**src/rtl/pmic_bridge_pkg.sv**
```systemverilog
`timescale 1ns/1ps
package pmic_bridge_pkg;

    localparam int SADDR_W = 12;
    localparam int SDATA_W = 16;
    localparam int FRAME_W = 1 + SADDR_W + SDATA_W;

    localparam logic [15:0] OFF_RD_CMD   = 16'h0028;
    localparam logic [15:0] OFF_RD_DATA  = 16'h002C;
    localparam logic [15:0] OFF_FIFO_STS = 16'h0030;
    localparam logic [3:0]  WIN_TAG      = 4'h8;

    localparam int STS_FULL_BIT  = 11;
    localparam int STS_EMPTY_BIT = 10;
    localparam int STS_OVF_BIT   = 0;

    typedef struct packed {
        logic [SADDR_W-1:0] addr;
        logic [SDATA_W-1:0] data;
    } wr_entry_t;

    localparam int ENTRY_W = $bits(wr_entry_t);

    typedef enum logic [1:0] {
        C_IDLE,
        C_WR,
        C_RD
    } ctl_state_t;

    typedef enum logic [1:0] {
        SH_IDLE,
        SH_SHIFT,
        SH_GAP
    } sh_state_t;

endpackage

```
**src/rtl/bridge_wfifo.sv**
```systemverilog
`timescale 1ns/1ps
module bridge_wfifo #(
    parameter int DEPTH = 8,
    parameter int W     = 28
) (
    input  logic         clk,
    input  logic         rst_n,
    input  logic         push,
    input  logic [W-1:0] push_data,
    input  logic         pop,
    output logic [W-1:0] head,
    output logic         full,
    output logic         empty
);
    localparam int AW = (DEPTH > 1) ? $clog2(DEPTH) : 1;
    localparam int CW = $clog2(DEPTH + 1);
    localparam logic [AW-1:0] PTR_LAST = AW'(DEPTH - 1);
    localparam logic [CW-1:0] CNT_FULL = CW'(DEPTH);

    logic [W-1:0]  store [DEPTH];
    logic [AW-1:0] wr_ptr;
    logic [AW-1:0] rd_ptr;
    logic [CW-1:0] count;
    logic          push_ok;
    logic          pop_ok;

    assign full    = (count == CNT_FULL);
    assign empty   = (count == '0);
    assign push_ok = push && !full;
    assign pop_ok  = pop && !empty;
    assign head    = store[rd_ptr];

    always_ff @(posedge clk) begin
        if (push_ok) begin
            store[wr_ptr] <= push_data;
        end
    end

    always_ff @(posedge clk or negedge rst_n) begin
        if (!rst_n) begin
            wr_ptr <= '0;
            rd_ptr <= '0;
            count  <= '0;
        end else begin
            if (push_ok) begin
                wr_ptr <= (wr_ptr == PTR_LAST) ? '0 : wr_ptr + 1'b1;
            end
            if (pop_ok) begin
                rd_ptr <= (rd_ptr == PTR_LAST) ? '0 : rd_ptr + 1'b1;
            end
            unique case ({push_ok, pop_ok})
                2'b10:   count <= count + 1'b1;
                2'b01:   count <= count - 1'b1;
                default: count <= count;
            endcase
        end
    end

endmodule

```
**src/rtl/bridge_link_shifter.sv**
```systemverilog
`timescale 1ns/1ps
module bridge_link_shifter
    import pmic_bridge_pkg::*;
#(
    parameter int CLK_DIV = 4
) (
    input  logic               clk,
    input  logic               rst_n,
    input  logic               start,
    input  logic [FRAME_W-1:0] frame,
    output logic               done,
    output logic [SDATA_W-1:0] rx_data,
    output logic               sclk,
    output logic               csn,
    output logic               mosi,
    input  logic               miso
);
    localparam int HALF = CLK_DIV / 2;
    localparam int PH_W = $clog2(CLK_DIV);
    localparam int BC_W = $clog2(FRAME_W + 1);
    localparam int GAP  = CLK_DIV;
    localparam int GC_W = $clog2(GAP);

    localparam logic [PH_W-1:0] PH_LAST  = PH_W'(CLK_DIV - 1);
    localparam logic [PH_W-1:0] PH_SAMP  = PH_W'(HALF - 1);
    localparam logic [PH_W-1:0] PH_HIGH  = PH_W'(HALF);
    localparam logic [BC_W-1:0] BIT_LAST = BC_W'(FRAME_W - 1);
    localparam logic [GC_W-1:0] GAP_LAST = GC_W'(GAP - 1);

    sh_state_t          state;
    sh_state_t          state_nx;
    logic [PH_W-1:0]    phase;
    logic [BC_W-1:0]    bit_cnt;
    logic [GC_W-1:0]    gap_cnt;
    logic [FRAME_W-1:0] shreg;
    logic [SDATA_W-1:0] rx;

    // state register
    always_ff @(posedge clk or negedge rst_n) begin
        if (!rst_n) begin
            state <= SH_IDLE;
        end else begin
            state <= state_nx;
        end
    end

    // next state
    always_comb begin
        state_nx = state;
        unique case (state)
            SH_IDLE: begin
                if (start) begin
                    state_nx = SH_SHIFT;
                end
            end
            SH_SHIFT: begin
                if (phase == PH_LAST && bit_cnt == BIT_LAST) begin
                    state_nx = SH_GAP;
                end
            end
            SH_GAP: begin
                if (gap_cnt == GAP_LAST) begin
                    state_nx = SH_IDLE;
                end
            end
            default: state_nx = SH_IDLE;
        endcase
    end

    // datapath
    always_ff @(posedge clk or negedge rst_n) begin
        if (!rst_n) begin
            phase   <= '0;
            bit_cnt <= '0;
            gap_cnt <= '0;
            shreg   <= '0;
            rx      <= '0;
        end else begin
            if (state == SH_IDLE && start) begin
                shreg   <= frame;
                phase   <= '0;
                bit_cnt <= '0;
            end
            if (state == SH_SHIFT) begin
                phase <= (phase == PH_LAST) ? '0 : phase + 1'b1;
                if (phase == PH_SAMP) begin
                    rx <= {rx[SDATA_W-2:0], miso};
                end
                if (phase == PH_LAST) begin
                    shreg   <= {shreg[FRAME_W-2:0], 1'b0};
                    bit_cnt <= bit_cnt + 1'b1;
                end
            end
            if (state == SH_GAP) begin
                gap_cnt <= gap_cnt + 1'b1;
            end else begin
                gap_cnt <= '0;
            end
        end
    end

    // outputs
    always_comb begin
        csn     = (state != SH_SHIFT);
        sclk    = (state == SH_SHIFT) && (phase >= PH_HIGH);
        mosi    = (state == SH_SHIFT) && shreg[FRAME_W-1];
        done    = (state == SH_GAP) && (gap_cnt == GAP_LAST);
        rx_data = rx;
    end

endmodule

```
**src/rtl/bridge_seq.sv**
```systemverilog
`timescale 1ns/1ps
module bridge_seq
    import pmic_bridge_pkg::*;
(
    input  logic               clk,
    input  logic               rst_n,
    input  logic               fifo_empty,
    input  wr_entry_t          fifo_head,
    input  logic               rd_pend,
    input  logic [SADDR_W-1:0] rd_addr,
    input  logic               sh_done,
    output logic               fifo_pop,
    output logic               sh_start,
    output logic               sh_rw,
    output logic [FRAME_W-1:0] sh_frame,
    output logic               rd_complete
);
    ctl_state_t state;
    ctl_state_t state_nx;

    // state register
    always_ff @(posedge clk or negedge rst_n) begin
        if (!rst_n) begin
            state <= C_IDLE;
        end else begin
            state <= state_nx;
        end
    end

    // outputs and transitions; queued writes win over a pending read
    always_comb begin
        state_nx    = state;
        fifo_pop    = 1'b0;
        sh_start    = 1'b0;
        sh_rw       = 1'b0;
        sh_frame    = {1'b0, fifo_head};
        rd_complete = 1'b0;
        unique case (state)
            C_IDLE: begin
                if (!fifo_empty) begin
                    fifo_pop = 1'b1;
                    sh_start = 1'b1;
                    state_nx = C_WR;
                end else if (rd_pend) begin
                    sh_start = 1'b1;
                    sh_rw    = 1'b1;
                    sh_frame = {1'b1, rd_addr, {SDATA_W{1'b0}}};
                    state_nx = C_RD;
                end
            end
            C_WR: begin
                if (sh_done) begin
                    state_nx = C_IDLE;
                end
            end
            C_RD: begin
                if (sh_done) begin
                    rd_complete = 1'b1;
                    state_nx    = C_IDLE;
                end
            end
            default: state_nx = C_IDLE;
        endcase
    end

endmodule

```
**src/rtl/pmic_bridge.sv**
```systemverilog
`timescale 1ns/1ps
module pmic_bridge
    import pmic_bridge_pkg::*;
#(
    parameter int FIFO_DEPTH = 8,
    parameter int CLK_DIV    = 4
) (
    input  logic        clk,
    input  logic        rst_n,
    input  logic        bus_sel,
    input  logic        bus_wr,
    input  logic [15:0] bus_addr,
    input  logic [15:0] bus_wdata,
    output logic [31:0] bus_rdata,
    output logic        link_sclk,
    output logic        link_csn,
    output logic        link_mosi,
    input  logic        link_miso
);
    localparam int ECHO_PAD = 15 - SADDR_W;

    logic               host_wr;
    logic               push_req;
    logic               cmd_wr;
    wr_entry_t          push_ent;
    wr_entry_t          fifo_head;
    logic               fifo_full;
    logic               fifo_empty;
    logic               fifo_pop;
    logic               ovf_q;
    logic               rd_busy;
    logic [SADDR_W-1:0] rd_req_addr;
    logic [SADDR_W-1:0] rd_echo_q;
    logic [SDATA_W-1:0] rd_data_q;
    logic               sh_start;
    logic               sh_rw;
    logic [FRAME_W-1:0] sh_frame;
    logic               sh_done;
    logic [SDATA_W-1:0] sh_rx;
    logic               rd_complete;
    logic [31:0]        rd_word;
    logic [31:0]        sts_word;

    // host decode
    assign host_wr  = bus_sel && bus_wr;
    assign push_req = host_wr && (bus_addr[15:12] == WIN_TAG);
    assign cmd_wr   = host_wr && (bus_addr == OFF_RD_CMD);
    assign push_ent = '{addr: bus_addr[SADDR_W-1:0], data: bus_wdata[SDATA_W-1:0]};

    bridge_wfifo #(
        .DEPTH (FIFO_DEPTH),
        .W     (ENTRY_W)
    ) u_fifo (
        .clk       (clk),
        .rst_n     (rst_n),
        .push      (push_req),
        .push_data (push_ent),
        .pop       (fifo_pop),
        .head      (fifo_head),
        .full      (fifo_full),
        .empty     (fifo_empty)
    );

    bridge_seq u_seq (
        .clk         (clk),
        .rst_n       (rst_n),
        .fifo_empty  (fifo_empty),
        .fifo_head   (fifo_head),
        .rd_pend     (rd_busy),
        .rd_addr     (rd_req_addr),
        .sh_done     (sh_done),
        .fifo_pop    (fifo_pop),
        .sh_start    (sh_start),
        .sh_rw       (sh_rw),
        .sh_frame    (sh_frame),
        .rd_complete (rd_complete)
    );

    bridge_link_shifter #(
        .CLK_DIV (CLK_DIV)
    ) u_link (
        .clk     (clk),
        .rst_n   (rst_n),
        .start   (sh_start),
        .frame   (sh_frame),
        .done    (sh_done),
        .rx_data (sh_rx),
        .sclk    (link_sclk),
        .csn     (link_csn),
        .mosi    (link_mosi),
        .miso    (link_miso)
    );

    // sticky overflow and read-command registers
    always_ff @(posedge clk or negedge rst_n) begin
        if (!rst_n) begin
            ovf_q       <= 1'b0;
            rd_busy     <= 1'b0;
            rd_req_addr <= '0;
            rd_echo_q   <= '0;
            rd_data_q   <= '0;
        end else begin
            if (push_req && fifo_full) begin
                ovf_q <= 1'b1;
            end
            if (rd_complete) begin
                rd_busy   <= 1'b0;
                rd_echo_q <= rd_req_addr;
                rd_data_q <= sh_rx;
            end else if (cmd_wr && !rd_busy) begin
                rd_busy     <= 1'b1;
                rd_req_addr <= bus_wdata[SADDR_W-1:0];
            end
        end
    end

    // host readback
    always_comb begin
        rd_word  = {rd_busy, {ECHO_PAD{1'b0}}, rd_echo_q, rd_data_q};
        sts_word = '0;
        sts_word[STS_FULL_BIT]  = fifo_full;
        sts_word[STS_EMPTY_BIT] = fifo_empty;
        sts_word[STS_OVF_BIT]   = ovf_q;
        bus_rdata = '0;
        if (bus_sel && !bus_wr) begin
            if (bus_addr == OFF_RD_DATA) begin
                bus_rdata = rd_word;
            end else if (bus_addr == OFF_FIFO_STS) begin
                bus_rdata = sts_word;
            end
        end
    end

endmodule

```
**config.mk**
```make
export PLATFORM = sky130hd
export DESIGN_NAME = pmic_bridge
export DESIGN_NICKNAME = d
export VERILOG_FILES = /design/src/rtl/pmic_bridge_pkg.sv /design/src/rtl/bridge_wfifo.sv /design/src/rtl/bridge_link_shifter.sv /design/src/rtl/bridge_seq.sv /design/src/rtl/pmic_bridge.sv
export SDC_FILE = /design/constraint.sdc
export NUM_CORES = 1
export LEC_CHECK = 0
export CAP_MARGIN = 20
export CORE_MARGIN = 2
export CORE_UTILIZATION = 45
export DETAILED_ROUTE_END_ITERATION = 10
export PLACE_DENSITY = 0.6
export SLEW_MARGIN = 10
export SYNTH_ARGS = -nofsm -noshare
export SYNTH_HDL_FRONTEND = slang
export SYNTH_HIERARCHICAL = 1
export SYNTH_SLANG_ARGS = --single-unit
```
**constraint.sdc**
```tcl
create_clock -name clk -period 7.6 [get_ports clk]
set_input_delay 1.52 -clock clk [delete_from_list [all_inputs] [get_ports clk]]
set_output_delay 1.52 -clock clk [all_outputs]
set_load 0.01 [all_outputs]
```
==> summary.txt, run 1 <==
Route
  – Via density: 5.37
  – Metal3 WL: 1870 um
  – Drt drc: 0
  – Routed length on met2: 14200 um
  – Highest metal used: met4
  – WL final: 28900 um
  – Wire per inst: between 20 and 25 um
  – Post-route ant nets: 0
  – DRT iter0 DRCs: 450
  – Met1 wire length: 12400 um
  – Pre-antenna DRT Iters: 4
  – Vias: 7216

Yosys
  – Sequential share of the synthesized area: 0.672
  – Synth Register Bits: ~330
  – Cell variety after synth: 62
  – Ranking of synthesized cells by area: edfxtp_1, dfrtp_1, mux4_2
  – Asr flop ratio synth: 0.329
  – EDFF count, synth: 224
  – Synth top cells by count: edfxtp_1, dfrtp_1, a21oi_1, mux4_2, mux2_2
  – Yosys warns: 6
  – Largest area contributor in the netlist: edfxtp_1
  – Synthesized cell area: 14100 um2
  – Cells after Synth: 837
  – Top-count cell post-synth: edfxtp_1
  – Synth top area share: 0.477
  – Main synth FF type: edfxtp_1
  – Syn_area_per_cell: about 17 um2

STA
  – Fin crit period: ~5.6 ns
  – Crit share post-route: 0.736
  – Post-route setup TNS: 0 ns
  – Worst slew pin tran: 1.13 ns
  – Slew Viols, Final: 0
  – Unrepaired setup endpoints after global routing: no
  – Post-route clock skew: ~0.018 ns
  – Slew headroom: 0.247
  – Final setup fails: 0
  – Hold Fails Final Rpt: 0
  – Hold WS: 0.433 ns
  – Highest clock rate: 179 MHz

Clock tree
  – Root Driver: clkbuf_16
  – Hold buffer count at cts: 0
  – CTS resizes: 0
  – CTS tree: built
  – Clock Tree Buf Depth: 3
  – Postcts setup bufs: 0
  – H-tree depth: 2
  – Num CTS Buffers: 38
  – Clock-pin slew on the worst setup and hold paths: 0.06 ns
  – Clk_lat worst skew: approximately 0.52 ns
  – Clk sink count: 334

Worst setup path
  – Top cell by count, worst path: clkdlybuf4s50_1
  – Crit start category: input port
  – CP max FO: 26
  – CP Buf/Inv Count: 3
  – CP max stage delay: ~0.54 ns
  – Worst EP arrival: 4.07 ns
  – Worst R2R Start: u_seq/state[0]
  – CP delay by family, top: buffers and inverters
  – R2r setup slk: about 4.5 ns
  – Element type at the critical path end: output port
  – Worst reg2reg path depth: 11
  – Slowest stage cell, crit path: clkdlybuf4s50_1
  – Crit path cell chain: clkdlybuf4s50_1 -> nor4_1 -> nand4_1 -> nor3_2 -> buf_4 -> and2_1 -> clkdlybuf4s50_1
  – Critical Path RT: 6.08 ns
  – Crit Path Class: in -> out
  – Reg-to-Reg End: u_fifo/count[3]

Run
  – Max-cap viol count: 0

Die
  – Die Wd: approximately 180 um
  – IO Count: 72
  – Core Footprint: 30700 um2
  – Die area: 32800 um2
  – Row count: 64
  – Starting Density: 0.459
  – Die H: 181 um

Finish
  – Share of cells above drive strength 1: 0.260
  – Post-route cell area: 16400 um2
  – Final core utilization: 0.535
  – Area of the multi-input gates: 4350 um2
  – ANT cells: 0
  – Area added between synthesis and finish: 16.5%
  – Register area: 9490 um2
  – Fill cells: 2547
  – Total Nets Final: 973

Power
  – Leakage: 6.17 nW
  – Maximum vdd drop: ~0.2 mV
  – Cell Pwr Density: between 200 and 250 nW/um2

Global routing
  – Vias in the first global route: between 7000 and 8000
  – Global Route Usage Sum: 0.182
  – First-pass GRT wire length: approximately 45000 um
  – Antenna violations before repair: 1
  – Grt ovf: 0
  – Pin count of the biggest net entering global routing: 66

Place
  – Placer Congestion: 0.722
  – Final HPWL DP: ~17000 um
  – Port Buffers: between 60 and 70
  – Placed instance area: 15200 um2

Status
  – Status: complete, no violations

Worst hold path
  – Hold WC Path Type: reg -> reg
  – WHS Endpoint: u_link/gap_cnt[0]
  – Hold path start: u_link/gap_cnt[0]
  – Hold Path Stages: 1
==> layout make-up <==
class	instances	area share
clock inverters	17	0.00860
repair buffers	85	0.0498
well taps	396	0.0301
clock buffers	51	0.0659
inverters	17	0.00388
flip-flops and latches	334	0.577
multi-input cells	443	0.264
==> registers in the layout (all words and copies together), names as in the netlist <==
name,flops
u_fifo/store,224
u_link/shreg,29
rd_data_q,16
u_link/rx_data,16
rd_echo_q,12
rd_req_addr,12
u_link/bit_cnt,5
u_fifo/count,4
u_fifo/rd_ptr,3
u_fifo/wr_ptr,3
u_link/gap_cnt,2
u_link/phase,2
u_link/state,2
u_seq/state,2
ovf_q,1
rd_busy,1
==> per-stage QoR <==
step | power, mW | cells | setup slack (ns)
6_report | 3.87 | 1343 | 2.01
5_1_grt | 4.00 | 1343 | 1.88
4_1_cts | 3.91 | 1343 | 1.99
3_5_place_dp | 2.14 | 1275 | 2.00
3_3_place_gp | 2.13 | 1274 | 2.04
2_1_floorplan | 2.06 | 839 | 2.27
==> worst max path at each step <==
stage	start	endpoint	slack, ns	depth (start not counted)
final	bus_addr[11]	bus_rdata[1]	2.01	7
after global routing	bus_addr[10]	bus_rdata[3]	1.88	7
after CTS	bus_addr[8]	bus_rdata[1]	1.99	7
after detailed placement	bus_addr[8]	bus_rdata[14]	2.00	7
after global placement	bus_addr[8]	bus_rdata[14]	2.04	7
after floorplan	bus_addr[13]	u_fifo/store[0][0]	2.27	4
==> cells in the final DEF (no fill, tap or decap), types with 3 or more instances in the layout <==
master           Yosys  layout
nor2b_1              4       4
nor3_2               0       3
clkinv_1             0       5
and2_1              44      44
clkbuf_1            16       8
buf_4                4      17
mux2_4              42      42
a32oi_1              3       3
mux4_2              54      54
o21ai_0              3       3
inv_1               17      17
nor2_4               0       3
clkdlybuf4s50_1      0      67
o21ai_1              3       3
nand3_1              9       9
clkinv_2             0       5
clkinvlp_4           0       5
nand2b_1             4       4
ha_1                16      16
nor3b_1              4       4
mux2_1               6       6
nand2_1             38      38
edfxtp_1           224     224
a21oi_1             63      63
conb_1               1       3
nor2_1              45      42
clkbuf_16            0      41
dfrtp_1            110     107
mux2_2              53      53
==> report_power, final <==
group,internal [mW],switching (mW)
sequential,1.96,0.0254
combinational,0.0469,0.0624
clock,1.07,0.703
==> worst reg2reg max path, stage by stage (launching register included) <==
cell      delay, ns
dfrtp_1        0.37
inv_1          0.14
ha_1           0.29
inv_1          0.10
nor2_1         0.21
o41ai_2        0.19
inv_1          0.08
ha_1           0.30
ha_1           0.34
or4b_2         0.67
o311ai_0       0.14
o211ai_1       0.13
==> routing by layer <==
metal / vias up / global-route usage
met2: 172 / 0.315
met4: 0 / 0.0468
li1: 3322 / -
met3: 29 / 0.0274
met1: 3693 / 0.241
met5: - / 0
==> logic make-up (layout without fill, tap and decap cells) <==
| family | Yosys count | in the layout | share of synthesized area |
|---|---|---|---|
| AND/OR/NAND/NOR | 175 | 175 | 0.0662 |
| flip-flops | 334 | 334 | 0.672 |
| XOR/XNOR | 3 | 3 | 0.00186 |
| buffers and inverters | 62 | 170 | 0.0262 |
| adder cells (fa/ha/maj) | 17 | 17 | 0.0156 |
| AO/OA/AOI/OAI | 86 | 86 | 0.0353 |
| multiplexers | 159 | 159 | 0.183 |
| other | 1 | 3 | 0.000266 |
(Power assumes the default switching activity.)
==> run 2, diff against run 1 <==
- PLACE_DENSITY: 0.6 -> 0.62
- clock period: 7.6 -> 4.88 ns (I/O delays scaled with it)
==> run 2 against run 1 <==
  * Register-to-register slack got worse by 2.7 ns
  * Worst setup slack got worse by 1.6 ns
  * Via count rose by 1.6%
  * Core utilization barely moved
  * Clock skew rose by 0.0093 ns
  * Cell count rose by 0.30%
  * Flip-flop and latch count did not move
  * Global-route usage fell by 0.16 points
  * First-iteration DRC count fell by 2.4%
  * Final area barely moved
  * Largest cell class unchanged
==> summary.txt, run 2 (synthesized netlist as in run 1, its figures left out) <==
Worst setup path
  – Crit start category: input port
  – Crit Path Class: in -> out
  – Worst R2R Start: u_fifo/count[0]
  – Element type at the critical path end: output port
  – Crit path launch: bus_addr[8]
  – CP max FO: 26 (unchanged)
  – CP Buf/Inv Count: 3 (unchanged)
  – WP depth: 7 (unchanged)
  – Critical Path RT: 3.90 ns (-2.18 ns)
  – Top cell by count, worst path: clkdlybuf4s50_1
  – Slowest stage cell, crit path: clkdlybuf4s50_1
  – Reg-to-Reg End: u_fifo/count[3]
  – Worst EP arrival: 3.49 ns (-0.58 ns)
  – CP max stage delay: 0.55 ns (about the same)
  – Worst reg2reg path depth: 7 (-4)
  – CP delay by family, top: buffers and inverters
  – R2r setup slk: 1.85 ns (-2.66 ns)
  – Worst Setup EP: bus_rdata[22]
  – Crit path cell chain: clkdlybuf4s50_1 -> nor4_1 -> nand4_1 -> nor3_2 -> buf_12 -> and2_1 -> clkdlybuf4s50_1

Clock tree
  – Clock-pin slew on the worst setup and hold paths: 0.06 ns (about the same)
  – CTS resizes: 0 (unchanged)
  – H-tree depth: 2 (unchanged)
  – Num CTS Buffers: 36 (-5.3%)
  – Root Driver: clkbuf_16
  – Clk_lat worst skew: 0.52 ns (about the same)
  – Clk sink count: 334 (unchanged)
  – Clock Tree Buf Depth: 3 (unchanged)
  – Hold buffer count at cts: 0 (unchanged)
  – CTS tree: built
  – Postcts setup bufs: 0 (unchanged)

Global routing
  – Met3 usage: 0.0278 (+0.000403)
  – Global Route Usage Sum: 0.180 (-0.00160)
  – Pin count of the biggest net entering global routing: 59 (-11%)
  – M2 GR Usage: 0.301 (-0.0143)
  – Grt ovf: 0 (unchanged)
  – First-pass GRT wire length: 45400 um (+0.73%)
  – Most Used Layer, Global Route: met2
  – Vias in the first global route: 7681 (+0.54%)
  – Met1 Use GR: 0.250 (+0.00903)
  – Antenna violations before repair: 2 (+1)

Power
  – Cell Pwr Density: 358 nW/um2 (+52%)
  – Leakage: 6.17 nW (+0.11%)
  – Maximum vdd drop: 0.355 mV (+77%)

Finish
  – Biggest regs: u_fifo/store: 224 flops, u_link/shreg: 29 flops
  – Fill cells: 2540 (-0.27%)
  – Commonest cells after routing, fill and taps aside: edfxtp_1, dfrtp_1, clkdlybuf4s50_1
  – Total Nets Final: 977 (+0.41%)
  – Register area: 9490 um2 (about the same)
  – Area of the multi-input gates: 4330 um2 (-0.29%)
  – Number of flip-flops in the largest register: 224 (unchanged)
  – Share of cells above drive strength 1: 0.264 (+0.00444)
  – Post-route cell area: 16400 um2 (about the same)
  – Area added between synthesis and finish: 16.4% (about the same)
  – Most common cell after layout, fill and taps aside: edfxtp_1
  – Non-filler cells, final: 1347 (+0.30%)
  – Top reg by flops: u_fifo/store

Place
  – Port Buffers: 68 (unchanged)
  – Placed instance area: 15300 um2 (+0.42%)
  – Placed Instances: 1281 (+0.47%)
  – Placer Congestion: 0.732 (+1.4%)
  – Final HPWL DP: 17000 um (+2.9%)

Worst hold path
  – Hold WC Path Type: reg -> reg

Route
  – Pre-antenna DRT Iters: 4 (unchanged)
  – Wire per inst: 21.3 um (-0.98%)
  – WL final: 28700 um (-0.69%)
  – Drt drc: 0 (unchanged)
  – DRT iter0 DRCs: 439 (-2.4%)
  – Post-route ant nets: 0 (unchanged)
  – Vias: 7332 (+1.6%)
  – Via density: 5.44 (+1.3%)

STA
  – Slew headroom: 0.350 (+0.104)
  – Slew Viols, Final: 0 (unchanged)
  – Highest clock rate: 224 MHz
  – Hold Fails Final Rpt: 0 (unchanged)
  – Post-route clock skew: 0.0270 ns (+0.00925 ns)
  – Final setup fails: 0 (unchanged)
  – Post-route setup TNS: 0 ns (unchanged)
  – Worst slew pin tran: 0.974 ns (-0.155 ns)
  – Crit share post-route: 0.915
  – Fin crit period: between 4 and 5 ns
  – Unrepaired setup endpoints after global routing: no

Die
  – Core Footprint: 30700 um2 (unchanged)
  – Row count: 64 (unchanged)
  – Starting Density: 0.459 (unchanged)
  – Die Wd: 181 um (unchanged)
  – IO Count: 72 (unchanged)
  – Die area: 32800 um2 (unchanged)
  – Die H: 181 um (unchanged)

Status
  – Status: complete, no violations

Run
  – Max-cap viol count: 0 (unchanged)
-- run 2: area by class of cell --
type                       instances  share of cell area
sequential                       334               0.578
multi-input combinational        443               0.264
clock buffer                      39              0.0561
timing repair buffer              91              0.0545
tap                              396              0.0302
clock inverter                    26              0.0138
inverter                          17             0.00388
antenna                            1            0.000152
-- run 2: worst min-delay path by stage --
stage | slack [ns] | to | start | cells after the start
4_1_cts | 0.45 | u_link/gap_cnt[0] | u_link/gap_cnt[0] | 1
6_report | 0.44 | u_link/gap_cnt[0] | u_link/gap_cnt[0] | 1
3_3_place_gp | 0.42 | u_link/gap_cnt[0] | u_link/gap_cnt[0] | 1
2_1_floorplan | 0.41 | u_link/gap_cnt[0] | u_link/gap_cnt[0] | 1
3_5_place_dp | 0.44 | u_link/gap_cnt[0] | u_link/gap_cnt[0] | 1
5_1_grt | 0.47 | u_link/gap_cnt[0] | u_link/gap_cnt[0] | 1
-- run 2: routing by layer --
layer / vias to the layer above / wire length, um
met5: - / 0
met2: 136 / 14200
met4: 0 / 431
li1: 3326 / -
met1: 3833 / 13000
met3: 37 / 1080
-- run 2: metrics by stage --
| stage | hold slack (ns) | power (mW) | worst slack [ns] | util |
|---|---|---|---|---|
| 6_report | 0.443 | 5.88 | 0.414 | 0.534 |
| 5_1_grt | 0.469 | 6.09 | 0.237 | 0.534 |
| 4_1_cts | 0.448 | 5.95 | 0.390 | 0.534 |
| 3_5_place_dp | 0.441 | 3.32 | 0.389 | 0.497 |
| 3_3_place_gp | 0.422 | 3.32 | 0.443 | 0.496 |
| 2_1_floorplan | 0.410 | 3.22 | 0.0974 | - |
-- run 2: power by group --
group,switching [mW],internal (mW),total [mW]
clock,1.08,1.53,2.62
sequential,0.0384,3.05,3.09
combinational,0.0997,0.0733,0.173
total,1.22,4.66,5.88
==> run 3, diff against run 2 <==
- CORE_UTILIZATION: 45 -> 50
- PLACE_DENSITY: 0.62 -> 0.65
- RECOVER_POWER: default -> 50
- clock period: 4.88 -> 5.3 ns (I/O delays scaled with it)
==> run 3 against run 2 <==
  * The flow now finishes with violations (capacitance limit, slew limit)
  * Cell count shrank 1.3%
  * Register-to-register slack gained 0.14 ns
  * Clock skew shrank 0.0057 ns
  * Critical path type unchanged
  * Power shrank 5.8%
  * Global-route usage grew 2.1 points
  * Via count shrank 0.89%
  * Flip-flop and latch count is the same
  * Count of clock-buffer cells in the layout grew 7
  * Sequential share of layout area grew 0.29 points
  * Wire length shrank 1.4%
  * Largest power group unchanged
==> summary.txt, run 3 (synthesized netlist as in run 1, its figures left out) <==
Clock tree
  – Num CTS Buffers: 37 (+2.8%)
  – Clk_lat worst skew: 0.52 ns (about the same)
  – Clock-pin slew on the worst setup and hold paths: 0.06 ns (about the same)
  – Hold buffer count at cts: 0 (unchanged)
  – Clock Tree Buf Depth: 3 (unchanged)
  – Clk sink count: 334 (unchanged)
  – Postcts setup bufs: 0 (unchanged)
  – Root Driver: clkbuf_16
  – CTS resizes: 0 (unchanged)
  – CTS tree: built
  – H-tree depth: 2 (unchanged)

Worst setup path
  – Worst reg2reg path depth: 5 (-2)
  – Reg-to-Reg End: u_link/shreg[25]
  – Worst R2R Start: u_fifo/rd_ptr[2]
  – Crit start category: input port
  – Element type at the critical path end: output port
  – Worst EP arrival: 3.62 ns (+0.13 ns)
  – Crit Path Class: in -> out
  – Critical Path RT: 4.24 ns (+0.34 ns)
  – CP max FO: 25 (-3.8%)
  – R2r setup slk: 1.99 ns (+0.14 ns)

Finish
  – Share of cells above drive strength 1: 0.246 (-0.0182)
  – Non-filler cells, final: 1329 (-1.3%)
  – Most common cell after layout, fill and taps aside: edfxtp_1
  – Commonest cells after routing, fill and taps aside: edfxtp_1, dfrtp_1, a21oi_1
  – Number of flip-flops in the largest register: 224 (unchanged)
  – Fill cells: 2157 (-15%)
  – Area added between synthesis and finish: 15.8%
  – Biggest regs: u_fifo/store: 224 flops, u_link/shreg: 29 flops
  – Top reg by flops: u_fifo/store
  – Total Nets Final: 977 (unchanged)
  – ANT cells: 0 (-1)

Place
  – Placer Congestion: 0.740 (+1.1%)
  – Port Buffers: 68 (unchanged)
  – Placement Setup Slack: 0.662 ns (+0.273 ns)
  – Final HPWL DP: 16400 um (-3.9%)
  – Placed Instances: 1262 (-1.5%)

Die
  – Core Footprint: 27800 um2 (-9.7%)
  – Row count: 61 (-4.7%)
  – IO Count: 72 (unchanged)
  – Die H: 172 um (-5.0%)
  – Die Wd: 172 um (-5.0%)
  – Die area: 29600 um2 (-9.8%)
  – Starting Density: 0.508 (+0.0490)

STA
  – Unrepaired setup endpoints after global routing: no
  – Final setup fails: 0 (unchanged)
  – Setup WS post-layout: 0.625 ns (+0.211 ns)
  – Highest clock rate: 214 MHz
  – Slew Viols, Final: 170 (+170)
  – Worst slew pin tran: 2.81 ns (+1.83 ns)
  – Hold WS: 0.439 ns (-0.00435 ns)
  – Post-route setup TNS: 0 ns (unchanged)
  – Slew headroom: -0.873 (-1.22)
  – Crit share post-route: 0.882
  – Post-route clock skew: 0.0213 ns (-0.00571 ns)
  – Fin crit period: 4.68 ns
  – Hold Fails Final Rpt: 0 (unchanged)

Global routing
  – First-pass GRT wire length: 44300 um (-2.5%)
  – Antenna violations before repair: 0 (-2)
  – Most Used Layer, Global Route: met2
  – M2 GR Usage: 0.330 (+0.0294)
  – Global Route Usage Sum: 0.201 (+0.0209)
  – Met1 Use GR: 0.288 (+0.0381)
  – Met3 usage: 0.0309 (+0.00308)
  – Pin count of the biggest net entering global routing: 61 (+3.4%)
  – Grt ovf: 0 (unchanged)
  – Vias in the first global route: 7473 (-2.7%)

Worst hold path
  – WHS Endpoint: u_link/gap_cnt[0]
  – Hold Path Stages: 1 (unchanged)
  – Hold path start: u_link/gap_cnt[0]
  – Hold WC Path Type: reg -> reg

Route
  – Wire per inst: 21.3 um (about the same)
  – Vias: 7267 (-0.89%)
  – WL final: 28300 um (-1.4%)
  – Post-route ant nets: 0 (unchanged)
  – Drt drc: 0 (unchanged)
  – Via density: 5.47 (+0.46%)
  – DRT iter0 DRCs: 571 (+30%)
  – Pre-antenna DRT Iters: 5 (+1)

Power
  – Cell Pwr Density: 339 nW/um2 (-5.3%)
  – Leakage: 6.14 nW (-0.55%)
  – Maximum vdd drop: 0.287 mV (-19%)

Run
  – Max-cap viol count: 4 (+4)

Status
  – Failing checks: capacitance limit, slew limit
  – Status: finished, violations left
## run 3: cell types whose count changed in the layout (fill, tap and decap cells not counted), moves of 2 or more
cell | before | now
buf_12 | 2 | 0
buf_4 | 21 | 18
clkbuf_1 | 2 | 10
clkbuf_16 | 36 | 39
clkdlybuf4s50_1 | 67 | 39
clkinv_2 | 7 | 5
dlygate4sd3_1 | 0 | 28
mux2_1 | 6 | 15
mux2_4 | 42 | 33
nor2_2 | 0 | 3
nor2_4 | 3 | 0
## run 3: layer usage
metal | routed length (um) | vias to the layer above
met5 | 0 | -
met4 | 411 | 0
met3 | 1140 | 33
met2 | 13800 | 141
met1 | 12900 | 3754
li1 | - | 3339
## run 3: how the worst max path moves through the flow
| stage | endpoint | cells past startpoint | startpoint | slack (ns) |
|---|---|---|---|---|
| after floorplan | u_fifo/store[0][0] | 4 | bus_addr[13] | 0.43 |
| after global placement | bus_rdata[31] | 7 | bus_addr[11] | 0.73 |
| after detailed placement | bus_rdata[21] | 7 | bus_addr[11] | 0.66 |
| after CTS | bus_rdata[16] | 7 | bus_addr[11] | 0.65 |
| after global routing | rd_echo_q[10] | 2 | rst_n | 0.39 |
| final | bus_rdata[27] | 7 | bus_addr[0] | 0.62 |
## run 3: worst max-delay path, cell delays in order
cell and delay (ns):
dlygate4sd3_1 0.67, nor4b_1 0.34, nand4_1 0.30, nor3_2 0.27, buf_4 0.27, and2_1 0.17
clkdlybuf4s50_1 0.53
## run 3: per-stage QoR
step / utilization / power [mW] / area (um2)
after global placement: 0.547 / 3.06 / 15200
after CTS: 0.591 / 5.61 / 16400
after global routing: 0.588 / 5.72 / 16300
after detailed placement: 0.547 / 3.06 / 15200
after floorplan: - / 2.96 / 14100
final: 0.588 / 5.54 / 16300
## run 3: report_power, final
| part | internal (mW) | total (mW) | switching (mW) |
|---|---|---|---|
| Combinational | 0.0606 | 0.150 | 0.0893 |
| Clock | 1.55 | 2.54 | 0.988 |
| Sequential | 2.81 | 2.85 | 0.0369 |
| Total | 4.42 | 5.54 | 1.11 |
## run 3: final cells by class
| class | count | area (um2) | area share |
|---|---|---|---|
| flip-flops and latches | 334 | 9480 | 0.580 |
| repair buffers | 90 | 826 | 0.0505 |
| multi-input cells | 443 | 4270 | 0.261 |
| inverters | 17 | 63.8 | 0.00391 |
| clock inverters | 21 | 210 | 0.0129 |
| well taps | 378 | 473 | 0.0289 |
| clock buffers | 46 | 1010 | 0.0619 |
